### src/rtl/irda_rx_pkg.sv
package irda_rx_pkg;
    typedef enum logic [1:0] {
        VERD_NONE   = 2'd0,
        VERD_GLITCH = 2'd1,
        VERD_PULSE  = 2'd2
    } verdict_e;
endpackage

### src/rtl/irda_sync.sv
module irda_sync #(
    parameter int STAGES = 2
) (
    input  logic clk,
    input  logic rst_n,
    input  logic din,
    output logic dout
);
    logic [STAGES-1:0] sh_d, sh_q;

    always_comb begin
        sh_d[0] = din;
        for (int i = 1; i < STAGES; i++) begin
            sh_d[i] = sh_q[i-1];
        end
    end

    always_ff @(posedge clk or negedge rst_n) begin
        if (!rst_n) sh_q <= '0;
        else        sh_q <= sh_d;
    end

    assign dout = sh_q[STAGES-1];
endmodule

### src/rtl/irda_glitch_qual.sv
module irda_glitch_qual
    import irda_rx_pkg::*;
#(
    parameter int CNT_W = 4
) (
    input  logic     clk,
    input  logic     rst_n,
    input  logic     act,
    output verdict_e verdict,
    output logic     rej_o
);
    localparam logic [CNT_W-1:0] CNT_MAX = {CNT_W{1'b1}};

    typedef struct packed {
        logic             run;
        logic [CNT_W-1:0] cnt;
        logic             prev;
        logic             rej;
    } qual_t;

    qual_t st_d, st_q;

    always_comb begin
        st_d      = st_q;
        st_d.prev = act;
        st_d.rej  = 1'b0;
        verdict   = VERD_NONE;
        if (st_q.run) begin
            if (st_q.cnt == CNT_MAX) begin
                st_d.run = 1'b0;
                st_d.cnt = '0;
                if (act) begin
                    verdict = VERD_PULSE;
                end else begin
                    verdict  = VERD_GLITCH;
                    st_d.rej = 1'b1;
                end
            end else begin
                st_d.cnt = st_q.cnt + 1'b1;
            end
        end else if (act && !st_q.prev) begin
            st_d.run = 1'b1;
            st_d.cnt = '0;
        end
    end

    always_ff @(posedge clk or negedge rst_n) begin
        if (!rst_n) begin
            st_q      <= '0;
            st_q.prev <= 1'b1;
        end else begin
            st_q <= st_d;
        end
    end

    assign rej_o = st_q.rej;

    AST_REJ_AFTER_RUN: assert property (@(posedge clk) disable iff (!rst_n)
        st_q.rej |-> $past(st_q.run));
    AST_NO_RESTART: assert property (@(posedge clk) disable iff (!rst_n)
        (st_q.run && $past(st_q.run)) |-> (st_q.cnt == $past(st_q.cnt) + 1'b1));
    AST_IDLE_CNT_ZERO: assert property (@(posedge clk) disable iff (!rst_n)
        !st_q.run |-> (st_q.cnt == '0));
endmodule

### src/rtl/irda_bit_window.sv
module irda_bit_window
    import irda_rx_pkg::*;
#(
    parameter int OVS = 16
) (
    input  logic     clk,
    input  logic     rst_n,
    input  logic     tick,
    input  verdict_e verdict,
    output logic     nrz_o,
    output logic     samp_o
);
    localparam int TW = (OVS > 2) ? $clog2(OVS) : 1;
    localparam logic [TW-1:0] LAST = TW'(OVS - 1);
    localparam logic [TW-1:0] MID  = TW'(OVS / 2 - 1);

    typedef struct packed {
        logic          low;
        logic [TW-1:0] cnt;
        logic          samp;
    } win_t;

    win_t w_d, w_q;

    always_comb begin
        w_d      = w_q;
        w_d.samp = 1'b0;
        if (verdict == VERD_PULSE) begin
            w_d.low = 1'b1;
            w_d.cnt = '0;
        end else if (w_q.low && tick) begin
            if (w_q.cnt == MID) w_d.samp = 1'b1;
            if (w_q.cnt == LAST) begin
                w_d.low = 1'b0;
                w_d.cnt = '0;
            end else begin
                w_d.cnt = w_q.cnt + 1'b1;
            end
        end
    end

    always_ff @(posedge clk or negedge rst_n) begin
        if (!rst_n) w_q <= '0;
        else        w_q <= w_d;
    end

    assign nrz_o  = ~w_q.low;
    assign samp_o = w_q.samp;

    AST_SAMPLE_IN_LOW: assert property (@(posedge clk) disable iff (!rst_n)
        w_q.samp |-> w_q.low);
    AST_LOW_NEEDS_PULSE: assert property (@(posedge clk) disable iff (!rst_n)
        $rose(w_q.low) |-> $past(verdict == VERD_PULSE));
    AST_RELEASE_ON_TICK: assert property (@(posedge clk) disable iff (!rst_n)
        $fell(w_q.low) |-> $past(tick));
endmodule

### src/rtl/irda_pulse_rx.sv
module irda_pulse_rx
    import irda_rx_pkg::*;
#(
    parameter int SYNC_STAGES = 2,
    parameter int GLITCH_W    = 4,
    parameter int OVS         = 16
) (
    input  logic clk,
    input  logic rst_n,
    input  logic ir_in,
    input  logic pol_low,
    input  logic tick16,
    output logic nrz_out,
    output logic glitch_rej,
    output logic bit_sample
);
    logic     sync_s;
    logic     act_s;
    verdict_e verd_s;

    irda_sync #(.STAGES(SYNC_STAGES)) u_sync (
        .clk  (clk),
        .rst_n(rst_n),
        .din  (ir_in),
        .dout (sync_s)
    );

    assign act_s = sync_s ^ pol_low;

    irda_glitch_qual #(.CNT_W(GLITCH_W)) u_qual (
        .clk    (clk),
        .rst_n  (rst_n),
        .act    (act_s),
        .verdict(verd_s),
        .rej_o  (glitch_rej)
    );

    irda_bit_window #(.OVS(OVS)) u_win (
        .clk    (clk),
        .rst_n  (rst_n),
        .tick   (tick16),
        .verdict(verd_s),
        .nrz_o  (nrz_out),
        .samp_o (bit_sample)
    );

    AST_REJ_ONE_CYCLE: assert property (@(posedge clk) disable iff (!rst_n)
        glitch_rej |=> !glitch_rej);
endmodule

### config.mk
export PLATFORM = sky130hd
export DESIGN_NAME = irda_pulse_rx
export DESIGN_NICKNAME = d
export VERILOG_FILES = /design/src/rtl/irda_rx_pkg.sv /design/src/rtl/irda_sync.sv /design/src/rtl/irda_glitch_qual.sv /design/src/rtl/irda_bit_window.sv /design/src/rtl/irda_pulse_rx.sv
export SDC_FILE = /design/constraint.sdc
export NUM_CORES = 1
export LEC_CHECK = 0
export CORE_AREA = 10 10 47 49
export CTS_CLUSTER_DIAMETER = 30
export DETAILED_ROUTE_END_ITERATION = 10
export DIE_AREA = 0 0 57 59
export PLACE_DENSITY = 0.73
export SLEW_MARGIN = 10
export SYNTH_ARGS = -nofsm -noshare
export SYNTH_HDL_FRONTEND = slang
export SYNTH_SLANG_ARGS = --single-unit
### constraint.sdc
create_clock -name clk -period 3.4 [get_ports clk]
set_input_delay 0.34 -clock clk [delete_from_list [all_inputs] [get_ports clk]]
set_output_delay 0.34 -clock clk [all_outputs]
set_load 0.02 [all_outputs]
==> metrics.md, run 1 <==
| Metric | Value |
|---|---|
| Outcome | `complete, no violations` |
| Register share of total power | `0.508` |
| Total Die Area | `3363 µm²` |
| # DRC | `0` |
| Psw | `~0.24 mW` |
| Max-Cap Viols | `0` |
| CTS tree | `built` |
| Place WS | `around 1800 ps` |
| Core Footprint | `around 1400 µm²` |
| Cell Chain, Critical Path | `inv_1 -> clkdlybuf4s50_1` |
| CP max-delay cell | `clkdlybuf4s50_1` |
| Largest net degree at the start of global routing | `16` |
| Total power | `approximately 0.65 mW` |
| Pwr dens | `around 800 nW/µm²` |
| Startpoint type of the worst setup path | `flop` |
| H-tree depth | `1` |
| Critical path capture point type | `output port` |
| Slew HR | `0.5646` |
| Antenna diodes | `0` |
| Final nets | `roughly 80` |
| Worst path max stage delay | `600 ps` |
| Final Max Tran Viols | `0` |
| Initial drt markers | `4` |
| Layout area overhead | `16.70%` |
| Site row count | `14` |
| RSZ-0062 raised after global routing | `false` |
| Synth Area per Inst | `11.24 µm²` |
| Clock transition at path regs | `roughly 90 ps` |
| Routed Antenna Nets | `0` |
| Hold_buf cts | `0` |
| Initial antenna violation count | `0` |
| Fraction of layout cells with a size suffix above 1 | `0.1714` |
| Crit path DAT | `between 1000 and 1500 ps` |
| I/O pin count | `8` |
| Crit share post-route | `0.5087` |
| Met3 WL | `between 50 and 60 µm` |
| Hold Crit Class | `reg2reg` |
| Wire length on met2 | `between 500 and 600 µm` |
| Global placement routability congestion | `around 0.81` |
| Main flop type after synthesis | `dfrtp_1` |
| Final setup fails | `0` |
| Congestion Overflow GR | `0` |
| Synthesized flop and latch total | `15` |
| Netlist area before placement | `between 600 and 700 µm²` |
| Syn Nets | `67` |
| Synth area leader | `dfrtp_1` |
| Placed cell areas | `759.5 µm²` |
| 1st-pass router iterations | `3` |
| Finished Core Util | `0.5616` |
| Dpl cells | `82` |
| Yosys warning count | `0` |
| Hold Crit Depth | `0` |
| CP Max Fanout | `6` |
| PostCTS Resize Cnt | `0` |
| Buffers added on ports | `7` |
| Synth cell types | `26` |
| Combinational power share | `0.340` |
| Uppermost layer routed | `met4` |
| Worst Path Required | `a little over 3000 ps` |
| Avg WL per Cell | `around 13 µm` |
| Count leader, synth | `dfrtp_1` |
| Maximum VDD drop | `~0.54 mV` |
| Top post-synthesis cells by count | `dfrtp_1, a21oi_1, nand2_1, nand3_1` |
| Clk root buf | `clkbuf_4` |
| Switching share of power | `0.3700` |
| Die Y | `between 50 and 60 µm` |
| GRT Util Overall | `0.06977` |
| Clock latency on the worst-skew pair | `270 ps` |
| Vias in the first global route | `between 400 and 500` |
| Initial core utilization | `0.4813` |
| Clk pwr share | `0.152` |
| Hold Vio Cnt, Final | `0` |
| Overall routed net length | `1.125 mm` |
| Worst setup margin | `roughly 1700 ps` |
| Post-DP HPWL | `slightly below 900 µm` |
| Minimum clock period | `1730 ps` |
| Ys async rst share | `1.000` |
| Worst Reg-to-Reg Cells | `4` |
| TritonCTS Buffers | `3` |
| Least-Margin Pin Slew | `about 650 ps` |
| Leakage | `0.3543 nW` |
| P_int | `between 0.4 and 0.5 mW` |
| Clock Path Buffers | `2` |
| Fmax | `between 500 and 600 MHz` |
| Horiz. Die Dim | `approximately 57 µm` |
| WL met1 | `approximately 530 µm` |
| Clk sink count | `15` |
| Synth area leaders | `dfrtp_1, dfstp_2, a21oi_1` |
| Crit path depth | `2` |
| Crit Path Class | `reg2out` |
| Sequential fraction of the synthesis area | `0.5584` |
| Post-Route Skew | `between 1 and 1.5 ps` |
| WHS | `between 300 and 400 ps` |
| Postcts setup bufs | `0` |
| Post-synth EDFFs | `0` |
| Setup TNS | `0 ps` |
| Top delay family on crit path | `buffers and inverters` |
| Mapped Cells | `60` |
| First-pass GRT wire length | `between 1.5 and 2 mm` |
| Top-area cell type share of the netlist area | `0.5195` |
| Via count of the routed design | `roughly 470` |
| Avg Vias per Cell | `between 5 and 6` |
| Final instance area | `~790 µm²` |
| CP bufs+invs | `2` |
| Non-filler cells, final | `86` |
[cell usage in the layout, fill, tap and decap left out, drive strengths merged]
master          n
nand2b          1
and2            1
ha              2
a21o            3
clkinv          1
dfstp           1
a31oi           1
a21oi           7
clkdlybuf4s50   7
nand4           3
a311o           1
nor2b           1
xor2            2
nor2            3
a211o           1
a22o            1
o21ai           2
inv             3
clkbuf          3
nand3           5
nor4b           1
or3             1
dfrtp          14
nand2           5
[routing by layer]
metal	global-route usage	vias to the layer above
met5	0	-
met4	0.04027	0
met3	0.02361	2
met2	0.1101	6
met1	0.08055	228
li1	-	235
[cell families (layout without fill, tap and decap cells)]
group	Yosys count	after routing	synth area share
AOI/OAI and AO/OA	16	16	0.1651
xor gates and xnor gates	2	2	0.03711
adders and majority gates	2	2	0.03710
buffers and inverters	4	14	0.02411
DFF	15	15	0.5585
and+or+nand+nor	21	21	0.1781
[state kept, by name (all words and copies together) (netlist names)]
signal / cells
u_qual.st_q: 6
u_sync.sh_q: 2
u_win.samp_o: 1
u_win.w_q: 5
u_qual.rej_o: 1
[final timing paths]
kind                                            start                    endpoint  slack, ps
max in group asynchronous                       rst_n  u_qual.st_q[2]$_DFFE_PN0P_       2530
setup reg to reg           u_qual.st_q[2]$_DFFE_PN0P_      u_win.samp_o$_DFF_PN0_       2030
setup / recovery             u_win.w_q[5]$_DFFE_PN0P_                     nrz_out       1670
min in group asynchronous                       rst_n  u_qual.st_q[3]$_DFFE_PN0P_        460
hold / removal               u_sync.sh_q[0]$_DFF_PN0_    u_sync.sh_q[1]$_DFF_PN0_        360
hold reg to reg              u_sync.sh_q[0]$_DFF_PN0_    u_sync.sh_q[1]$_DFF_PN0_        360
[final cells by class]
| type | count | area, µm² |
|---|---|---|
| multi-input cells | 41 | 281.5 |
| flip-flops and latches | 15 | 376.6 |
| well taps | 16 | 20.02 |
| fillers | 125 | 614.3 |
| clock inverters | 1 | 5.005 |
| repair buffers | 7 | 70.07 |
| inverters | 3 | 11.26 |
| clock buffers | 3 | 22.52 |
[power by group through the flow]
stage                     sequential (mW)  combinational [mW]  clock (mW)
after floorplan                     0.303               0.188           0
after global placement              0.330               0.220           0
after detailed placement            0.332               0.225           0
after CTS                           0.328               0.226       0.104
after global routing                0.341               0.259       0.107
final                               0.328               0.220      0.0983
Note: power is estimated with default switching activity, not from simulation.
==> run 2, diff against run 1 <==
Settings changed: CORE_AREA 10 10 47 49 to unset, CORE_MARGIN set to 10, CORE_UTILIZATION set to 46, DIE_AREA 0 0 57 59 to unset, PLACE_DENSITY 0.73 to 0.7.
Clock period 3.4 ns to 1.5 ns, I/O delays scaled along.
==> run 2 against run 1 <==
Against the previous run: via count is 1.1% lower; non-clock buffer count rose by 1; combinational power up 120%; cell count unchanged; critical path type is now reg2reg; largest power group unchanged; worst hold slack lost 180 ps.
==> metrics.md, run 2 (synthesized netlist as in run 1, its figures left out) <==
| Metric | Value |
|---|---|
| Outcome | `complete, no violations (unchanged)` |
| # DRC | `0 (unchanged)` |
| Max reg flops | `6 (unchanged)` |
| Clock transition at path regs | `90 ps (about the same)` |
| Initial core utilization | `0.5056 (was 0.4813)` |
| Overall routed net length | `1.103 mm (was 1.125 mm)` |
| Final setup fails | `0 (unchanged)` |
| TritonCTS Buffers | `3 (unchanged)` |
| Initial drt markers | `5 (was 4)` |
| Layout area overhead | `17.25% (was 16.70%)` |
| Via count of the routed design | `466 (was 471)` |
| Max-Cap Viols | `0 (unchanged)` |
| Post-DP HPWL | `791.8 µm (was 880.5 µm)` |
| Avg Vias per Cell | `5.419 (was 5.477)` |
| Fraction of layout cells with a size suffix above 1 | `0.1690 (was 0.1714)` |
| Clk root buf | `clkbuf_4 (unchanged)` |
| Congestion Overflow GR | `0 (unchanged)` |
| Maximum VDD drop | `0.9700 mV (was 0.5376 mV)` |
| Worst Path Required | `1680 ps (was 3060 ps)` |
| Most frequent cells in the layout | `dfrtp_1, clkdlybuf4s50_1, a21oi_1, nand2_1, nand3_1 (unchanged)` |
| CP Max Fanout | `6 (unchanged)` |
| Total Die Area | `3398 µm² (was 3363 µm²)` |
| First-pass GRT wire length | `1.987 mm (was 1.932 mm)` |
| Crit path DAT | `1530 ps (was 1390 ps)` |
| Hold Crit Class | `in2async (was reg2reg)` |
| GRT Util Overall | `0.07504 (was 0.06977)` |
| RSZ-0062 raised after global routing | `false (unchanged)` |
| PostCTS Resize Cnt | `1 (was 0)` |
| Global placement routability congestion | `0.7936 (was 0.8146)` |
| Antenna diodes | `0 (unchanged)` |
| Core Footprint | `1334 µm² (was 1401 µm²)` |
| Crit share post-route | `0.9029` |
| Slew HR | `0.8184 (was 0.5646)` |
| Avg WL per Cell | `12.83 µm (was 13.08 µm)` |
| Leakage | `0.3583 nW (was 0.3543 nW)` |
| Biggest register | `u_qual.st_q (unchanged)` |
| Worst setup margin | `145.7 ps (was 1670 ps)` |
| Die Y | `58.29 µm (was 59 µm)` |
| Largest regs | `u_qual.st_q x6, u_win.w_q x5, u_sync.sh_q x2 (unchanged)` |
| Routed Antenna Nets | `0 (unchanged)` |
| Leading cell type in the layout, fill and taps excluded | `dfrtp_1 (unchanged)` |
| Final Max Tran Viols | `0 (unchanged)` |
| Register area | `376.6 µm² (unchanged)` |
| Place WS | `75.39 ps (was 1769 ps)` |
| Clock latency on the worst-skew pair | `270 ps (about the same)` |
| CTS tree | `built (unchanged)` |
| Largest net degree at the start of global routing | `16 (unchanged)` |
| 1st-pass router iterations | `4 (was 3)` |
| Hold_buf cts | `0 (unchanged)` |
| Site row count | `13 (was 14)` |
| Clk sink count | `15 (unchanged)` |
| Postcts setup bufs | `0 (unchanged)` |
| H-tree depth | `1 (unchanged)` |
| Initial antenna violation count | `0 (unchanged)` |
| Post-Route Skew | `3.439 ps (was 1.203 ps)` |
| Critical path capture point type | `flop (was output port)` |
| Clock Path Buffers | `2 (unchanged)` |
| Setup TNS | `0 ps (unchanged)` |
| Least-Margin Pin Slew | `272.5 ps (was 651.0 ps)` |
| Hold Vio Cnt, Final | `0 (unchanged)` |
| Vias in the first global route | `473 (was 469)` |
| Final nets | `79 (was 78)` |
| Buffers added on ports | `7 (unchanged)` |
| FILL cells | `114 (was 125)` |
| Flop2flop setup slack | `150 ps (was 2030 ps)` |
| Horiz. Die Dim | `58.29 µm (was 57 µm)` |
| Minimum clock period | `1354 ps` |
| Pwr dens | `1845 nW/µm² (was 821.1 nW/µm²)` |
| Startpoint type of the worst setup path | `flop (unchanged)` |
| Crit Path Class | `reg2reg (was reg2out)` |
| Fmax | `738.4 MHz` |
| I/O pin count | `8 (unchanged)` |
| Multi-input gate area | `281.5 µm² (unchanged)` |
-- run 2: path summary, 6_finish.rpt --
check	from	end	cells after the start
worst min register to register	u_sync.sh_q[0]$_DFF_PN0_	u_sync.sh_q[1]$_DFF_PN0_	0
min in group clk	ir_in	u_sync.sh_q[0]$_DFF_PN0_	1
worst min-delay path	rst_n	u_win.w_q[5]$_DFFE_PN0P_	2
worst max-delay path	u_qual.st_q[2]$_DFFE_PN0P_	u_win.samp_o$_DFF_PN0_	4
max in group asynchronous	rst_n	u_qual.st_q[1]$_DFF_PN1_	2
worst max register to register	u_qual.st_q[2]$_DFFE_PN0P_	u_win.samp_o$_DFF_PN0_	4
-- run 2: critical path, stage by stage, from the launching register on --
cell,delay (ps)
dfrtp_1,420
ha_1,270
nand4_1,200
nor2b_4,90
nor4b_1,280
-- run 2: where the power goes --
part | total, mW | leakage [nW] | internal (mW) | switching [mW]
logic | 0.492 | 0.163 | 0.264 | 0.227
clock network | 0.223 | 0.0150 | 0.103 | 0.120
registers | 0.744 | 0.180 | 0.554 | 0.191
-- run 2: metal layers --
metal  global-route usage  share of wire  up-vias
met2               0.1062           0.42       11
met4              0.05034          0.021        0
met1              0.08809           0.49      217
met3              0.03433          0.070        2
li1                     -              -      236
met5                    0              0        -
-- run 2: layout make-up --
class | instances | area share
clock buffer | 4 | 0.03323
inverter | 3 | 0.01424
multi-input combinational | 41 | 0.3560
sequential | 15 | 0.4763
tap | 15 | 0.02373
timing repair buffer | 8 | 0.09652
-- run 2: per-stage QoR --
step / instances / total power, mW / hold slack [ps] / instance area, µm² / util
detailed placement: 82 / 1.253 / 341.8 / 765.7 / 0.5741
global placement: 82 / 1.242 / 343.4 / 765.7 / 0.5741
finish: 86 / 1.459 / 179.3 / 790.8 / 0.5929
floorplan: 60 / 1.112 / -145.6 / 674.4 / -
global route: 86 / 1.592 / 178.7 / 790.8 / 0.5929
CTS: 86 / 1.472 / 185.4 / 790.8 / 0.5929
==> run 3, diff against run 2 <==
Settings changed: CORE_ASPECT_RATIO set to 0.7, CORE_UTILIZATION 46 to 34, GPL_TIMING_DRIVEN set to 1, PLACE_DENSITY 0.7 to unset.
==> run 3 against run 2 <==
Against the previous run: sequential share of layout area decreased by 0.96 points; via count fell by 2.1%; core utilization shrank 16 points; clock-buffer cell count unchanged; flip-flop and latch count stayed put; worst hold slack lost 9.2 ps; cell count is 9.3% higher; sequential power decreased by 3.8%; largest cell class unchanged.
==> metrics.md, run 3 (synthesized netlist as in run 1, its figures left out) <==
| Metric | Value |
|---|---|
| Outcome | `complete, no violations (unchanged)` |
| Final Max Tran Viols | `0 (unchanged)` |
| Top delay family on crit path | `simple AND/OR/NAND/NOR gates (unchanged)` |
| Max-Cap Viols | `0 (unchanged)` |
| Worst Reg-to-Reg Cells | `4 (unchanged)` |
| Layout area overhead | `19.67% (was 17.25%)` |
| Maximum VDD drop | `0.7994 mV (was 0.9700 mV)` |
| TritonCTS Buffers | `3 (unchanged)` |
| # DRC | `0 (unchanged)` |
| Least-Margin Pin Slew | `259.1 ps (was 272.5 ps)` |
| Global placement routability congestion | `0.7504 (was 0.7936)` |
| Fraction of layout cells with a size suffix above 1 | `0.1806 (was 0.1690)` |
| Crit path DAT | `1540 ps (was 1530 ps)` |
| Non-filler cells, final | `94 (was 86)` |
| Max reg flops | `6 (unchanged)` |
| Buffers added on ports | `7 (unchanged)` |
| Finished Core Util | `0.4314 (was 0.5929)` |
| Core Footprint | `1871 µm² (was 1334 µm²)` |
| Routed Antenna Nets | `0 (unchanged)` |
| Dpl cells | `90 (was 82)` |
| Reg2reg end | `u_win.samp_o$_DFF_PN0_ (unchanged)` |
| Crit share post-route | `0.9089 (was 0.9029)` |
| Initial core utilization | `0.3605 (was 0.5056)` |
| Largest regs | `u_qual.st_q x6, u_win.w_q x5, u_sync.sh_q x2 (unchanged)` |
| Clock transition at path regs | `80 ps (was 90 ps)` |
| H-tree depth | `1 (unchanged)` |
| Horiz. Die Dim | `73.23 µm (was 58.29 µm)` |
| CP max-delay cell | `dfrtp_1 (unchanged)` |
| Setup crit end | `u_win.samp_o$_DFF_PN0_ (unchanged)` |
| Startpoint type of the worst setup path | `flop (unchanged)` |
| Setup TNS | `0 ps (unchanged)` |
| Overall routed net length | `1.105 mm (was 1.103 mm)` |
| Crit path depth | `4 (unchanged)` |
| Clk sink count | `15 (unchanged)` |
| Post-Route Skew | `0.6179 ps (was 3.439 ps)` |
| Initial drt markers | `5 (unchanged)` |
| 1st-pass router iterations | `4 (unchanged)` |
| CP bufs+invs | `0 (unchanged)` |
| Clock Path Buffers | `2 (unchanged)` |
| Antenna diodes | `0 (unchanged)` |
| Clock latency on the worst-skew pair | `280 ps (was 270 ps)` |
| I/O pin count | `8 (unchanged)` |
| Vias in the first global route | `415 (was 473)` |
| Multi-input gate area | `281.5 µm² (unchanged)` |
| Slew HR | `0.8249 (was 0.8184)` |
| Clk root buf | `clkbuf_4 (unchanged)` |
| Flop2flop setup slack | `140 ps (was 150 ps)` |
| Minimum clock period | `1363 ps (was 1354 ps)` |
| Final setup fails | `0 (unchanged)` |
| Most frequent cells in the layout | `dfrtp_1, clkdlybuf4s50_1, a21oi_1, nand2_1, nand3_1 (unchanged)` |
| Site row count | `13 (unchanged)` |
| CP Max Fanout | `6 (unchanged)` |
| Die Y | `57.26 µm (was 58.29 µm)` |
| RSZ-0062 raised after global routing | `false (unchanged)` |
| Worst path max stage delay | `420 ps (about the same)` |
| Fmax | `733.5 MHz (was 738.4 MHz)` |
| First-pass GRT wire length | `1.897 mm (was 1.987 mm)` |
| Total Die Area | `4193 µm² (was 3398 µm²)` |
| Crit path launch | `u_qual.st_q[2]$_DFFE_PN0P_ (unchanged)` |
| Avg Vias per Cell | `4.851 (was 5.419)` |
| Postcts setup bufs | `0 (unchanged)` |
| GRT Util Overall | `0.05866 (was 0.07504)` |
| Largest net degree at the start of global routing | `16 (unchanged)` |
| Leakage | `0.3626 nW (was 0.3583 nW)` |
| Final instance area | `807.0 µm² (was 790.8 µm²)` |
| Hold Vio Cnt, Final | `0 (unchanged)` |
| Worst setup margin | `136.7 ps (was 145.7 ps)` |
| Crit Path Class | `reg2reg (unchanged)` |
| Placed cell areas | `782.0 µm² (was 765.7 µm²)` |
| Post-DP HPWL | `858.9 µm (was 791.8 µm)` |
| Place WS | `75.86 ps (was 75.39 ps)` |
| CTS tree | `built (unchanged)` |
| Hold_buf cts | `0 (unchanged)` |
| Pwr dens | `1831 nW/µm² (was 1845 nW/µm²)` |
| Worst Path Required | `1670 ps (was 1680 ps)` |
| Final nets | `80 (was 79)` |
| Worst R2R Start | `u_qual.st_q[2]$_DFFE_PN0P_ (unchanged)` |
| Hold Crit Class | `in2async (unchanged)` |
| Register area | `376.6 µm² (unchanged)` |
| Via count of the routed design | `456 (was 466)` |
| Cell Chain, Critical Path | `ha_1 -> nand4_1 -> nor2b_4 -> nor4b_1 (unchanged)` |
| FILL cells | `179 (was 114)` |
| Initial antenna violation count | `0 (unchanged)` |
| Critical path capture point type | `flop (unchanged)` |
| Biggest register | `u_qual.st_q (unchanged)` |
| Leading cell type in the layout, fill and taps excluded | `dfrtp_1 (unchanged)` |
| Congestion Overflow GR | `0 (unchanged)` |
| Avg WL per Cell | `11.76 µm (was 12.83 µm)` |
==> run 3: cell count changes in the layout (fill, tap and decap cells not counted) <==
| cell | change |
|---|---|
| buf_4 | +1 |
==> run 3: what timing repair did <==
action,CTS,global route
hold endpoints to repair,0,0
resized for setup,1,0
setup endpoints to repair,1,1
pin swaps,0,1
==> run 3: report_power, final <==
part / total, mW / internal, mW / switching, mW
combinational: 0.542 / 0.281 / 0.261
clock: 0.220 / 0.103 / 0.117
sequential: 0.716 / 0.554 / 0.162
==> run 3: final cells by class <==
cell class	instances	share of cell area
clock buffer	4	0.03256
inverter	3	0.01395
multi-input combinational	41	0.3488
sequential	15	0.4667
tap	22	0.03411
timing repair buffer	9	0.1039
==> run 3: worst reg2reg max path: stages, from the launching register on <==
cell and delay (ps):
dfrtp_1 420, ha_1 260, nand4_1 190, nor2b_4 90
nor4b_1 300
==> run 3: how the worst min path moves through the flow <==
stage	startpoint	to	slack [ps]	cells past startpoint
floorplan	rst_n	u_qual.rej_o$_DFF_PN0_	-150	0
global placement	u_sync.sh_q[0]$_DFF_PN0_	u_sync.sh_q[1]$_DFF_PN0_	340	0
detailed placement	u_sync.sh_q[0]$_DFF_PN0_	u_sync.sh_q[1]$_DFF_PN0_	340	0
CTS	rst_n	u_win.w_q[5]$_DFFE_PN0P_	160	2
global route	rst_n	u_win.w_q[5]$_DFFE_PN0P_	160	2
finish	rst_n	u_win.w_q[5]$_DFFE_PN0P_	170	2
==> run 3: through the flow <==
step | hold slack (ps) | power [mW]
after floorplan | -145.6 | 1.112
after global placement | 341.0 | 1.279
after detailed placement | 336.3 | 1.282
after CTS | 163.0 | 1.495
after global routing | 164.5 | 1.626
final | 170.1 | 1.478
==> run 3: per-layer routing <==
metal,global-route usage,vias to the layer above,part of all wire
met4,0.04054,0,0.020
li1,-,236,-
met1,0.07300,208,0.50
met5,0,-,0
met3,0.03627,2,0.063
met2,0.07099,10,0.41
